### src/rtl/pll_seq_pkg.sv
package pll_seq_pkg;

    typedef enum logic [3:0] {
        ST_IDLE,
        ST_BYPASS,
        ST_PWRDN,
        ST_SRCSEL,
        ST_DIVSET,
        ST_CFGWR,
        ST_LOCKWAIT,
        ST_FCHKGO,
        ST_FCHKWAIT
    } seq_state_e;

endpackage

### src/rtl/pll_seq_timer.sv
module pll_seq_timer #(
    parameter int CNT_W = 8
) (
    input  logic             clk,
    input  logic             rst_n,
    input  logic             clr,
    input  logic [CNT_W-1:0] limit,
    output logic             expired
);
    logic [CNT_W-1:0] cnt_q;

    always_ff @(posedge clk or negedge rst_n) begin
        if (!rst_n) begin
            cnt_q <= '0;
        end else if (clr) begin
            cnt_q <= '0;
        end else if (cnt_q != '1) begin
            cnt_q <= cnt_q + 1'b1;
        end
    end

    assign expired = (cnt_q == limit - 1'b1);
endmodule

### src/rtl/pll_seq_retry.sv
module pll_seq_retry #(
    parameter int MAX_RETRY = 2
) (
    input  logic clk,
    input  logic rst_n,
    input  logic clr,
    input  logic bump,
    output logic exhausted
);
    localparam int RETRY_W = $clog2(MAX_RETRY + 2);

    logic [RETRY_W-1:0] tries_q;

    always_ff @(posedge clk or negedge rst_n) begin
        if (!rst_n) begin
            tries_q <= '0;
        end else if (clr) begin
            tries_q <= '0;
        end else if (bump && !exhausted) begin
            tries_q <= tries_q + 1'b1;
        end
    end

    assign exhausted = (tries_q == RETRY_W'(MAX_RETRY));


    retry_bound_chk: assert property (@(posedge clk) disable iff (!rst_n)
        tries_q <= RETRY_W'(MAX_RETRY));
endmodule

### src/rtl/pll_seq.sv
module pll_seq #(
    parameter int SRC_W     = 2,
    parameter int CFG_W     = 32,
    parameter int WIN_W     = 16,
    parameter int DIV_W     = 6,
    parameter int BYP_WAIT  = 120,
    parameter int PD_WAIT   = 66,
    parameter int SRC_WAIT  = 60,
    parameter int LOCK_TO   = 4096,
    parameter int MAX_RETRY = 2,
    parameter int SRC_RESET = 0
) (
    input  logic             clk,
    input  logic             rst_n,
    input  logic             start_i,
    input  logic [SRC_W-1:0] src_sel_i,
    input  logic [CFG_W-1:0] cfg_word_i,
    input  logic [WIN_W-1:0] chk_window_i,
    input  logic             lock_i,
    input  logic             fchk_done_i,
    input  logic             fchk_pass_i,
    output logic             pll_clk_en_o,
    output logic             pll_pwr_en_o,
    output logic [SRC_W-1:0] src_sel_o,
    output logic [DIV_W-1:0] sys_div_o,
    output logic [CFG_W-1:0] cfg_word_o,
    output logic             cfg_wr_o,
    output logic             fchk_start_o,
    output logic [WIN_W-1:0] fchk_window_o,
    output logic             busy_o,
    output logic             done_o,
    output logic             err_o
);
    import pll_seq_pkg::*;

    localparam int MAX_A   = (BYP_WAIT > PD_WAIT) ? BYP_WAIT : PD_WAIT;
    localparam int MAX_B   = (SRC_WAIT > LOCK_TO) ? SRC_WAIT : LOCK_TO;
    localparam int MAX_WT  = (MAX_A > MAX_B) ? MAX_A : MAX_B;
    localparam int CNT_W   = $clog2(MAX_WT + 2);
    localparam logic [DIV_W-1:0] DIV_ONE = '0;

    seq_state_e       state_q, state_n;
    logic             retrying_q;
    logic [SRC_W-1:0] req_src_q;
    logic [CFG_W-1:0] req_cfg_q;
    logic [WIN_W-1:0] req_win_q;
    logic [CNT_W-1:0] wait_lim;
    logic             tmr_exp, exhausted;
    logic             accept, pass, fail, retry, give_up;

    assign accept  = start_i && (state_q == ST_IDLE);
    assign pass    = (state_q == ST_FCHKWAIT) && fchk_done_i && fchk_pass_i;
    assign fail    = ((state_q == ST_LOCKWAIT) && !lock_i && tmr_exp) ||
                     ((state_q == ST_FCHKWAIT) && fchk_done_i && !fchk_pass_i);
    assign retry   = fail && !exhausted;
    assign give_up = fail && exhausted;

    always_comb begin
        unique case (state_q)
            ST_BYPASS:   wait_lim = CNT_W'(BYP_WAIT);
            ST_PWRDN:    wait_lim = CNT_W'(PD_WAIT);
            ST_SRCSEL:   wait_lim = CNT_W'(SRC_WAIT);
            ST_LOCKWAIT: wait_lim = CNT_W'(LOCK_TO);
            default:     wait_lim = CNT_W'(1);
        endcase
    end

    pll_seq_timer #(.CNT_W(CNT_W)) u_timer (
        .clk     (clk),
        .rst_n   (rst_n),
        .clr     (state_n != state_q),
        .limit   (wait_lim),
        .expired (tmr_exp)
    );

    pll_seq_retry #(.MAX_RETRY(MAX_RETRY)) u_retry (
        .clk       (clk),
        .rst_n     (rst_n),
        .clr       (accept),
        .bump      (retry),
        .exhausted (exhausted)
    );

    // Next-state decode
    always_comb begin
        state_n = state_q;
        unique case (state_q)
            ST_IDLE:     if (accept) state_n = ST_BYPASS;
            ST_BYPASS:   if (tmr_exp) state_n = ST_PWRDN;
            ST_PWRDN:    if (tmr_exp) state_n = retrying_q ? ST_DIVSET : ST_SRCSEL;
            ST_SRCSEL:   if (tmr_exp) state_n = ST_DIVSET;
            ST_DIVSET:   state_n = ST_CFGWR;
            ST_CFGWR:    state_n = ST_LOCKWAIT;
            ST_LOCKWAIT: begin
                if (lock_i)       state_n = ST_FCHKGO;
                else if (give_up) state_n = ST_IDLE;
                else if (retry)   state_n = ST_PWRDN;
            end
            ST_FCHKGO:   state_n = ST_FCHKWAIT;
            ST_FCHKWAIT: begin
                if (pass || give_up) state_n = ST_IDLE;
                else if (retry)      state_n = ST_PWRDN;
            end
            default:     state_n = ST_IDLE;
        endcase
    end

    // State register and captured request
    always_ff @(posedge clk or negedge rst_n) begin
        if (!rst_n) begin
            state_q    <= ST_IDLE;
            retrying_q <= 1'b0;
            req_src_q  <= SRC_W'(SRC_RESET);
            req_cfg_q  <= '0;
            req_win_q  <= '0;
        end else begin
            state_q <= state_n;
            if (accept) begin
                retrying_q <= 1'b0;
                req_src_q  <= src_sel_i;
                req_cfg_q  <= cfg_word_i;
                req_win_q  <= chk_window_i;
            end else if (retry) begin
                retrying_q <= 1'b1;
            end
        end
    end

    // Registered outputs
    always_ff @(posedge clk or negedge rst_n) begin
        if (!rst_n) begin
            pll_clk_en_o  <= 1'b0;
            pll_pwr_en_o  <= 1'b0;
            src_sel_o     <= SRC_W'(SRC_RESET);
            sys_div_o     <= DIV_ONE;
            cfg_word_o    <= '0;
            cfg_wr_o      <= 1'b0;
            fchk_start_o  <= 1'b0;
            fchk_window_o <= '0;
            busy_o        <= 1'b0;
            done_o        <= 1'b0;
            err_o         <= 1'b0;
        end else begin
            cfg_wr_o     <= (state_n == ST_CFGWR);
            fchk_start_o <= (state_n == ST_FCHKGO);
            busy_o       <= (state_n != ST_IDLE);
            if (accept)     pll_clk_en_o <= 1'b0;
            else if (pass)  pll_clk_en_o <= 1'b1;
            if ((state_n == ST_PWRDN && state_q != ST_PWRDN) || give_up)
                pll_pwr_en_o <= 1'b0;
            else if (state_n == ST_CFGWR)
                pll_pwr_en_o <= 1'b1;
            if (state_n == ST_SRCSEL && state_q != ST_SRCSEL) src_sel_o <= req_src_q;
            if (state_n == ST_DIVSET) sys_div_o <= DIV_ONE;
            if (state_n == ST_CFGWR)  cfg_word_o <= req_cfg_q;
            if (state_n == ST_FCHKGO) fchk_window_o <= req_win_q;
            if (accept) begin
                done_o <= 1'b0;
                err_o  <= 1'b0;
            end else begin
                if (pass)    done_o <= 1'b1;
                if (give_up) err_o  <= 1'b1;
            end
        end
    end


    clk_en_gate_chk: assert property (@(posedge clk) disable iff (!rst_n)
        $rose(pll_clk_en_o) |-> $past(fchk_done_i && fchk_pass_i));

    src_safe_chk: assert property (@(posedge clk) disable iff (!rst_n)
        !$stable(src_sel_o) |-> (!pll_clk_en_o && !pll_pwr_en_o));

    cfg_wr_chk: assert property (@(posedge clk) disable iff (!rst_n)
        cfg_wr_o |-> (pll_pwr_en_o && !pll_clk_en_o && sys_div_o == DIV_ONE));

    fchk_after_lock_chk: assert property (@(posedge clk) disable iff (!rst_n)
        fchk_start_o |-> $past(lock_i));

    err_safe_chk: assert property (@(posedge clk) disable iff (!rst_n)
        err_o |-> !pll_clk_en_o);

    flags_excl_chk: assert property (@(posedge clk) disable iff (!rst_n)
        !(done_o && err_o));

    busy_start_chk: assert property (@(posedge clk) disable iff (!rst_n)
        (busy_o && start_i) |=> $stable(cfg_word_o));
endmodule

### config.mk
export PLATFORM = sky130hd
export DESIGN_NAME = pll_seq
export DESIGN_NICKNAME = d
export VERILOG_FILES = /design/src/rtl/pll_seq_pkg.sv /design/src/rtl/pll_seq_timer.sv /design/src/rtl/pll_seq_retry.sv /design/src/rtl/pll_seq.sv
export SDC_FILE = /design/constraint.sdc
export NUM_CORES = 1
export LEC_CHECK = 0
export CORE_AREA = 2 2 107 109
export CTS_BUF_LIST = sky130_fd_sc_hd__clkbuf_8
export DETAILED_ROUTE_END_ITERATION = 6
export DIE_AREA = 0 0 109 111
export DONT_BUFFER_PORTS = 1
export HOLD_SLACK_MARGIN = 0.05
export MAX_ROUTING_LAYER = met4
export PLACE_DENSITY = 0.78
export SYNTH_ARGS = -nofsm -noshare
export SYNTH_HDL_FRONTEND = slang
export SYNTH_HIERARCHICAL = 1
export SYNTH_SLANG_ARGS = --single-unit
export TNS_END_PERCENT = 20
### constraint.sdc
create_clock -name clk -period 5.8 [get_ports clk]
set_clock_uncertainty 0.15 [all_clocks]
set_input_delay 1.16 -clock clk [delete_from_list [all_inputs] [get_ports clk]]
set_output_delay 1.16 -clock clk [all_outputs]
set_load 0.03 [all_outputs]
* Yosys cells after proc, flatten, opt, wreduce, memory -nomap -nowiden *
Index checks and enable logic that the tools add are counted.

storage, ports and cells
  register bits = 126
  bits of input ports = 56
  word-level logic and storage cells = 85
  output and inout bits = 63

operators by class
  reductions and logical operators = 25
  equality and inequality tests = 18
  $add $sub $neg = 3
  mux-type cells = 23

operator list
  cell                                                  count
  one-hot mux 13 bit (4 select lines)                   1
  one-hot mux 4 bit (9 select lines)                    1
  two-way mux 4 bit                                     8
  two-way mux 13 bit                                    2
  equality test 4 x 3 -> 1 bit (second input constant)  6
  equality test 4 x 2 -> 1 bit (second input constant)  4
  adder 13 x 1 -> 13 bit (second input constant)        1
  equality test 13 bit                                  1
  != test 13 bit (second input constant)                1
  subtractor 13 x 1 -> 13 bit (second input constant)   1
  nonzero test 2 bit                                    6
  logical AND 1 bit                                     11
  two-way mux 1 bit                                     8
  != test 4 x 2 -> 1 bit (second input constant)        2
  equality test 4 x 1 -> 1 bit (second input constant)  1
  equality test 4 bit (second input constant)           1
  logical NOT 4 bit                                     1
  two-way mux 2 bit                                     2
  != test 4 bit                                         1
  nonzero test 4 bit                                    1
  logical NOT 1 bit                                     3
  logical OR 1 bit                                      3
  two-way mux 3 bit                                     1
  adder 2 x 1 -> 2 bit (second input constant)          1
  equality test 2 bit (second input constant)           1

* Longest topological paths before layout *
Gate-level depths: netlist (run 1).

  word-level depth = 15
  gate-level depth with buffers = 18
  depth with buffers taken out = 14

* Hierarchy *
Netlist (run 1), hierarchy kept.

by module, submodules not included
  module         seq. area each (um^2)  area an instance (um^2)  instances  cells an instance
  pll_seq        2777.7                 4559.4                   1          404
  pll_seq_timer  325.3                  1169.9                   1          135
  pll_seq_retry  50.0                   130.1                    1          11

* Least setup slack after synthesis (run 1) *
OpenSTA, ideal clock, no wires.

  path type = register -> register
  from = register state_q[1]
  to = register u_timer.cnt_q[0]
  buffers on the path = 4
  path slack = 1.793 ns
  setup time = 0.132 ns
  data arrival time = 3.725 ns
  period minus slack after synthesis = 4.007 ns
  required time = 5.518 ns
  cell stages (with the launch flop) = 19
  cells stage by stage = dfrtp_1 -> buf_4 -> nor2_1 -> a211o_1 -> inv_1 -> ha_1 -> buf_6 -> xor2_1 -> o21ai_0 -> a21oi_1 -> or4_1 -> a2111oi_2 -> buf_6 -> nor4bb_1 -> o21a_1 -> o32ai_1 -> o21ai_0 -> clkbuf_1 -> nor2_1

on the way
  word-level cells in the longest chain between the ends = 13
  elaborated cells on any way between the ends = 34
  those cells by class = 1 x add/sub; 10 x eq/ne; 11 x mux; 12 x reduce/logical

RTL lines
  element                                                     line                           text
  from (decl)                                                 pll_seq.sv:42                  seq_state_e state_q, state_n;
  from (signal assigned)                                      pll_seq.sv:117                 state_q <= state_n;
  equality test 4 x 3 -> 1 bit, or another cell as far along  pll_seq.sv:59                  unique case (state_q)
  one-hot mux 13 bit (4 select lines) (*)                     pll_seq.sv:59
  via wait_lim[0]                                             pll_seq.sv:47                  logic [CNT_W-1:0] wait_lim;
  subtractor 13 x 1 -> 13 bit (*)                             pll_seq_timer.sv:22            assign expired = (cnt_q == limit - 1'b1);
  equality test 13 bit (*)                                    pll_seq_timer.sv:22
  via tmr_exp                                                 pll_seq.sv:48                  logic tmr_exp, exhausted;
  logical AND 1 bit                                           pll_seq.sv:53                  assign fail = ((state_q == ST_LOCKWAIT) && !lock_i && tmr_exp) ||
  logical OR 1 bit                                            pll_seq.sv:53
  logical AND 1 bit                                           pll_seq.sv:55                  assign retry = fail && !exhausted;
  two-way mux 4 bit                                           pll_seq.sv:97, pll_seq.sv:102
  two-way mux 4 bit                                           pll_seq.sv:96                  else if (give_up) state_n = ST_IDLE;
  two-way mux 4 bit                                           pll_seq.sv:95                  if (lock_i) state_n = ST_FCHKGO;
  one-hot mux 4 bit (9 select lines) (*)                      pll_seq.sv:87                  unique case (state_q)
  != test 4 bit (*)                                           pll_seq.sv:71                  .clr (state_n != state_q),
  two-way mux 13 bit or nonzero test 2 bit (tied branches)    --
  to (signal assigned)                                        pll_seq_timer.sv:18            cnt_q <= cnt_q + 1'b1;
  to (decl)                                                   pll_seq_timer.sv:10            logic [CNT_W-1:0] cnt_q;

The timed path passes the listed nets; every way through them passes the cells marked *.
A chain may end at the register's enable or synchronous reset.

* Final worst setup path (run 1) *
  from = register state_q[2]
  to = register busy_o

on the way
  word-level cells in the longest chain between the ends = 12
  elaborated cells on any way between the ends = 32
  those cells by class = 1 x add/sub; 9 x eq/ne; 10 x mux; 12 x reduce/logical

RTL lines
  element                                                     line                           text
  equality test 4 x 3 -> 1 bit, or another cell as far along  pll_seq.sv:59
  one-hot mux 13 bit (4 select lines) (*)                     pll_seq.sv:59
  via wait_lim[3]                                             pll_seq.sv:47
  subtractor 13 x 1 -> 13 bit (*)                             pll_seq_timer.sv:22
  equality test 13 bit (*)                                    pll_seq_timer.sv:22
  via tmr_exp                                                 pll_seq.sv:48
  logical AND 1 bit                                           pll_seq.sv:53
  logical OR 1 bit                                            pll_seq.sv:53
  logical AND 1 bit                                           pll_seq.sv:55
  two-way mux 4 bit                                           pll_seq.sv:97, pll_seq.sv:102
  two-way mux 4 bit                                           pll_seq.sv:96
  two-way mux 4 bit                                           pll_seq.sv:95
  one-hot mux 4 bit (9 select lines) (*)                      pll_seq.sv:87
  via state_n[1]                                              pll_seq.sv:42
  nonzero test 4 bit (*)                                      pll_seq.sv:146                 busy_o <= (state_n != ST_IDLE);
  to (signal assigned)                                        pll_seq.sv:146
  to (decl)                                                   pll_seq.sv:30                  output logic busy_o,

Marked as above.

==> metrics, run 1 <==
count of pins over their slew limit 0; Die Span Y 111 um; port bufs 0; fin nets a little over 600; TNS Setup 0 ns; register area share after synthesis a little over half; Relative slew margins between 40% and 50%; die area 12100 um2; status finished, final reports clean; antenna cells 0; P_int ~1400 uW; RD Place Congestion 0.8109; # IOs roughly 120; share of layout cells above drive strength 1 14.78%; mapped cell area 5859 um2; vias in the first global route just over 4000; RSZ-0062 raised after global routing no; min-delay worst type input port to asynchronous set/reset pin; pwr/cell area 310.1 nW/um2; Die Wd roughly 110 um; Post-DP HPWL 7.656 mm; Lkg Pwr 0.003162 uW; synth unique cells 67; H-tree levels 4; pre-CTS setup slack ~1.3 ns; fmax 220.4 MHz; Initial Util roughly 53%; DRC viols 0; CTS tree yes; FILL cells ~920; Site Rows 39; adder-cell share of the synthesized area less than 1%; largest net degree at the start of global routing approximately 130; Setup Viol. Count Final 0; worst skew pair latency approximately 0.42 ns; DR WL/cell 15.86 um; combinational family with the most area after synthesis simple AND/OR/NAND/NOR gates; most frequent cells in the layout nand2_1 (157), dfrtp_1 (126), mux2_2 (30), nor2_1 (28), conb_1 (22); Hold Buf Count CTS 0; Crit. End Element flop; area of the multi-input gates 2509 um2; multiplexer share of the synthesized area 10.12%; Synth Instances 550; first-pass GRT wire length between 15 and 20 mm; R2R depth 13; Combinational Power Share between 10% and 20%; Switching Fraction between 20% and 30%; simple-gate portion of the synthesized area a little under 20%; Seq pwr share 54.5%; dpl cell area 5927 um2; Final min period roughly 4.5 ns; 1st-iter DRT viols 207; Synth warnings 6; initial antenna violation count 0; Max Buffers Root-to-Sink 2; startpoint class of the critical path flop; r2r setup slk 1.26 ns; share of the synthesized area in the top cell type between 50% and 60%; Critical Path Start state_q[2]; area occupied by registers 3153 um2; area leader, netlist dfrtp_1; Switch Pwr 531.9 uW; clock share of power 35.3%; Slew @ Worst Pin 0.8982 ns; detailed-router iteration count before antenna repair 4; Hold Fails Final Rpt 0; setup bufs post-CTS 0; crit share post-route 78.21%; PostCTS Resize Cnt 0; vias per cell about 5.4; CP required 5.94 ns; syn avg cell area around 11 um2; Clk pin slew, worst setup/hold paths 0.07 ns; worst r2r src state_q[2]; Main synth FF type dfrtp_1; Crit Path Max Fanout 16; post-route ant nets 0; asr flop ratio synth 100.0%; commonest non-fill, non-tap cell in the layout nand2_1; worst vdd rail ir drop 0.2436 mV; critical path class flop to flop; final worst-path setup slack around 1.3 ns; Placeable Area 11080 um2; Synth Register Bits 126; Synth Area in Compound Gates 7.047%; number of synthesized flops with an enable pin 0; gr usage total 21.07%; CTS Root Cell clkbuf_8; main area contributors after synthesis dfrtp_1 (54%), nand2_1 (10%), mux2_2 (5.8%), mux2_1 (3.8%), xor2_1 (2.4%); synth-to-layout area growth 7.431%; crit path DAT between 4 and 5 ns; Num CTS Buffers 17; CTS sink cnt 126; total of max-cap violations 0; Final Instance Area 6295 um2; grt ovf 0; Critical R2R Capture busy_o; xor-xnor portion of the synthesized cell area 4.036%; via count 3879; WL final 11.38 mm
[worst max-delay path by stage]
stage	end	cells after the start	slack, ns
global placement	busy_o	13	1.53
floorplan	u_timer/cnt_q[0]	18	1.79
global route	busy_o	13	0.93
CTS	busy_o	14	1.30
finish	busy_o	13	1.26
detailed placement	busy_o	14	1.31
[power by group through the flow]
stage / logic (uW) / clock network, uW / registers, uW
6_report: 199 / 688 / 1060
5_1_grt: 233 / 750 / 1080
4_1_cts: 201 / 708 / 1070
3_5_place_dp: 200 / 0 / 1080
3_3_place_gp: 191 / 0 / 1070
2_1_floorplan: 177 / 0 / 1050
[cell type report]
class | instances | share of cell area (%)
flip-flops and latches | 126 | 50.09
multi-input cells | 398 | 39.85
clock buffers | 18 | 3.936
well taps | 143 | 2.842
clock inverters | 14 | 1.908
inverters | 15 | 0.8945
repair buffers | 4 | 0.4770
[cells by family after synthesis]
kind of cell	Yosys count
AND/OR/NAND/NOR	240
flip-flops	126
AO/OA/AOI/OAI	54
multiplexers	52
buffers and inverters	47
XOR/XNOR	27
adder cells (fa/ha/maj)	3
other	1
[synthesized netlist by cell type (2+ instances only)]
library cell / number
nor3_2: 3
o21ai_1: 2
mux2_2: 30
a211oi_1: 2
a21oi_1: 7
o31ai_1: 2
buf_2: 9
o2111ai_1: 3
nor2_1: 28
xor2_1: 16
and3_1: 5
o21a_1: 4
nand3b_1: 3
a41oi_1: 2
buf_4: 8
o211ai_1: 8
nor3b_1: 2
dfrtp_1: 126
inv_1: 14
mux2_4: 2
nand2_1: 157
o21ai_0: 5
clkbuf_1: 7
ha_1: 3
a31oi_1: 2
o21bai_1: 2
buf_6: 7
xnor2_1: 11
and4bb_1: 2
nor2b_1: 5
or4_1: 2
o32ai_1: 2
nand3_1: 5
nor4b_4: 2
nand4_1: 2
nor3_1: 6
or4b_1: 2
and4_1: 4
mux2_1: 20
[critical path, cell delays in order (launching register included)]
cell and delay, ns:
dfrtp_1 0.69, nor2_4 0.08, nand2_1 0.12, inv_1 0.28, nor3_2 0.61, nand3_1 0.19, xnor2_1 0.17, or4_1 0.42
a2111oi_2 0.35, buf_4 0.22, o21ai_1 0.13, a221oi_2 0.30, o32ai_1 0.15, or4b_1 0.53
[routing by layer]
metal	track usage (%)	up-vias	part of all wire (%)
met3	9.583	20	9.2
met4	6.410	0	1.6
met1	25.33	1869	40
met5	-	-	0
li1	-	1859	-
met2	31.84	131	49
[per-stage QoR]
stage	total power [uW]	util, %	cells	hold WS, ns
2_1_floorplan	1232	-	571	0.2901
3_3_place_gp	1263	53.51	686	0.3020
3_5_place_dp	1282	53.51	686	0.3089
4_1_cts	1975	56.83	718	0.2519
5_1_grt	2063	56.83	718	0.2324
6_report	1952	56.83	718	0.2758
[registers in the layout (all words and copies together) (netlist names), 2 cells and up]
name,flops
req_src_q,2
src_sel_o,2
req_cfg_q,32
fchk_window_o,16
u_retry/tries_q,2
u_timer/cnt_q,13
req_win_q,16
cfg_word_o,32
state_q,4
(Power assumes the default switching activity.)
==> run 2: changes to the inputs <==
clock period = 4.22 ns   (was 5.8 ns; I/O delays follow)
==> run 2 against run 1 <==
Compared with the run above: sequential power rose by 38%; global-route usage up 1.1 points; sequential cell count unchanged; worst hold slack got worse by 0.076 ns; critical path depth rose by 2; sequential share of layout area decreased by 1.8 points; register-to-register slack worse by 1.0 ns; maximum frequency up 13%; final cell count rose by 2.8%; die area is the same; power grew 44%; final area grew 3.8%.
==> metrics, run 2 (synthesis gave the netlist of run 1 again) <==
CTS tree yes; post-route ant nets 0; first-pass GRT wire length 20.18 mm; Stages on worst setup path 15; Num CTS Buffers 17; grt ovf 0; grt peak-use layer met2; share of layout cells above drive strength 1 18.82%; FILL cells 901; TNS Setup 0 ns; min-delay worst type input port to asynchronous set/reset pin; startpoint class of the critical path flop; 1st-iter DRT viols 263; R2R depth 15; CP required approximately 4.4 ns; Hold Fails Final Rpt 0; Initial Util 52.90%; synth-to-layout area growth 11.47%; Die Wd 109 um; RD Place Congestion about 0.92; antenna cells 0; total of max-cap violations 0; Lkg Pwr 0.003299 uW; CP max stage cell or4_1; Crit. End Element flop; fmax 249.8 MHz; Post-DP HPWL 7.981 mm; Max Buffers Root-to-Sink 2; Site Rows 39; fin nets between 600 and 700; gr usage total 22.18%; detailed-router iteration count before antenna repair 5; Slew @ Worst Pin 0.9330 ns; via count 4028; WL final 12.10 mm; crit path cell chain nor2_4 > nand2_1 > nor2_2 > xor2_1 > o21ai_0 > a21oi_1 > or4_1 > a2111oi_4 > buf_4 > nor4bb_1 > o21a_1 > o32ai_1 > o21ai_0 > buf_4 > nor2_1; critical path class flop to flop; CTS sink cnt roughly 130; Tot Pwr approximately 2800 uW; Final min period 4.003 ns; count of pins over their slew limit 0; DP Cell Count 697; Clk pin slew, worst setup/hold paths roughly 0.080 ns; Crit Path Max Fanout 7; worst skew pair latency 0.43 ns; status finished, final reports clean; final non-filler cell total 738; met2 Use GR between 30 and 40%; Die Span Y 111 um; vias per cell 5.458; vias in the first global route 4115; CP bufs+invs 2; GR Util met1 27.43%; CTS Root Cell clkbuf_8; DRC viols 0; Relative slew margins 37.71%; pwr/cell area between 400 and 500 nW/um2; largest net degree at the start of global routing 127; port bufs 0; met3 usage 8.289%; r2r setup slk 0.22 ns; DR WL/cell 16.40 um; worst vdd rail ir drop roughly 0.32 mV; commonest non-fill, non-tap cell in the layout nand2_1; crit path DAT ~4.2 ns; biggest regs cfg_word_o: 32 flops, req_cfg_q: 32 flops; die area 12100 um2; # IOs ~120; most frequent cells in the layout nand2_1 (157), dfrtp_1 (124), mux2_2 (30), nor2_1 (27), buf_4 (23); Max stage delay on crit path 0.61 ns; initial antenna violation count 0; Setup Viol. Count Final 0; crit share post-route around 95%; post-layout util about three fifths; H-tree levels 4; Top Family by Delay on Critical Path simple AND/OR/NAND/NOR gates; Placeable Area around 11000 um2
## run 2: worst reg2reg max path, stage by stage (launching register included)
cell	delay, ns
dfrtp_2	0.48
nor2_4	0.20
nand2_1	0.15
nor2_2	0.36
xor2_1	0.12
o21ai_0	0.19
a21oi_1	0.06
or4_1	0.61
a2111oi_4	0.36
buf_4	0.23
nor4bb_1	0.28
o21a_1	0.18
o32ai_1	0.08
o21ai_0	0.15
buf_4	0.22
nor2_1	0.06
## run 2: through the flow
stage	area, um2	setup WS (ns)	hold WS, ns
detailed placement	6010	0.01046	0.3088
global route	6531	-0.05041	0.2252
global placement	6010	0.1827	0.3016
finish	6531	0.2166	0.1999
floorplan	5938	0.2134	0.2901
CTS	6446	0.08350	0.2327
## run 2: power breakdown
| part | leakage, uW | internal [uW] | switching [uW] |
|---|---|---|---|
| Sequential | 0.00167 | 1360 | 104 |
| Combinational | 0.00142 | 132 | 196 |
| Clock | 0.000209 | 565 | 457 |
| Total | 0.00330 | 2060 | 757 |
## run 2: what timing repair did
item | in CTS | in global routing
pin swaps | 0 | 3
cloned | 0 | 1
setup buffers | 0 | 7
hold buffers | 1 | 0
resized for setup | 2 | 10
hold endpoints to repair | 126 | 0
endpoints found under the setup margin | 14 | 17
## run 2: cell type report
cell class	count	area [um2]	area share [%]
well taps	143	178.9	2.739
multi-input cells	398	2542	38.93
inverters	15	60.06	0.9195
flip-flops and latches	126	3156	48.31
clock inverters	12	118.9	1.820
repair buffers	24	200.2	3.065
clock buffers	20	275.3	4.215
## run 2: routing by layer
metal	wire length (um)	up-vias
li1	-	1902
met1	5001	1951
met2	5915	155
met3	962	20
met4	225	0
met5	0	-
## run 2: final timing paths
check                              start                 to
max                           state_q[3]  u_timer/cnt_q[11]
min                                rst_n         state_q[3]
max in group asynchronous          rst_n      req_cfg_q[14]
min reg2reg                req_win_q[14]      req_win_q[14]
max reg2reg                   state_q[3]  u_timer/cnt_q[11]
min in group clk           req_win_q[14]      req_win_q[14]
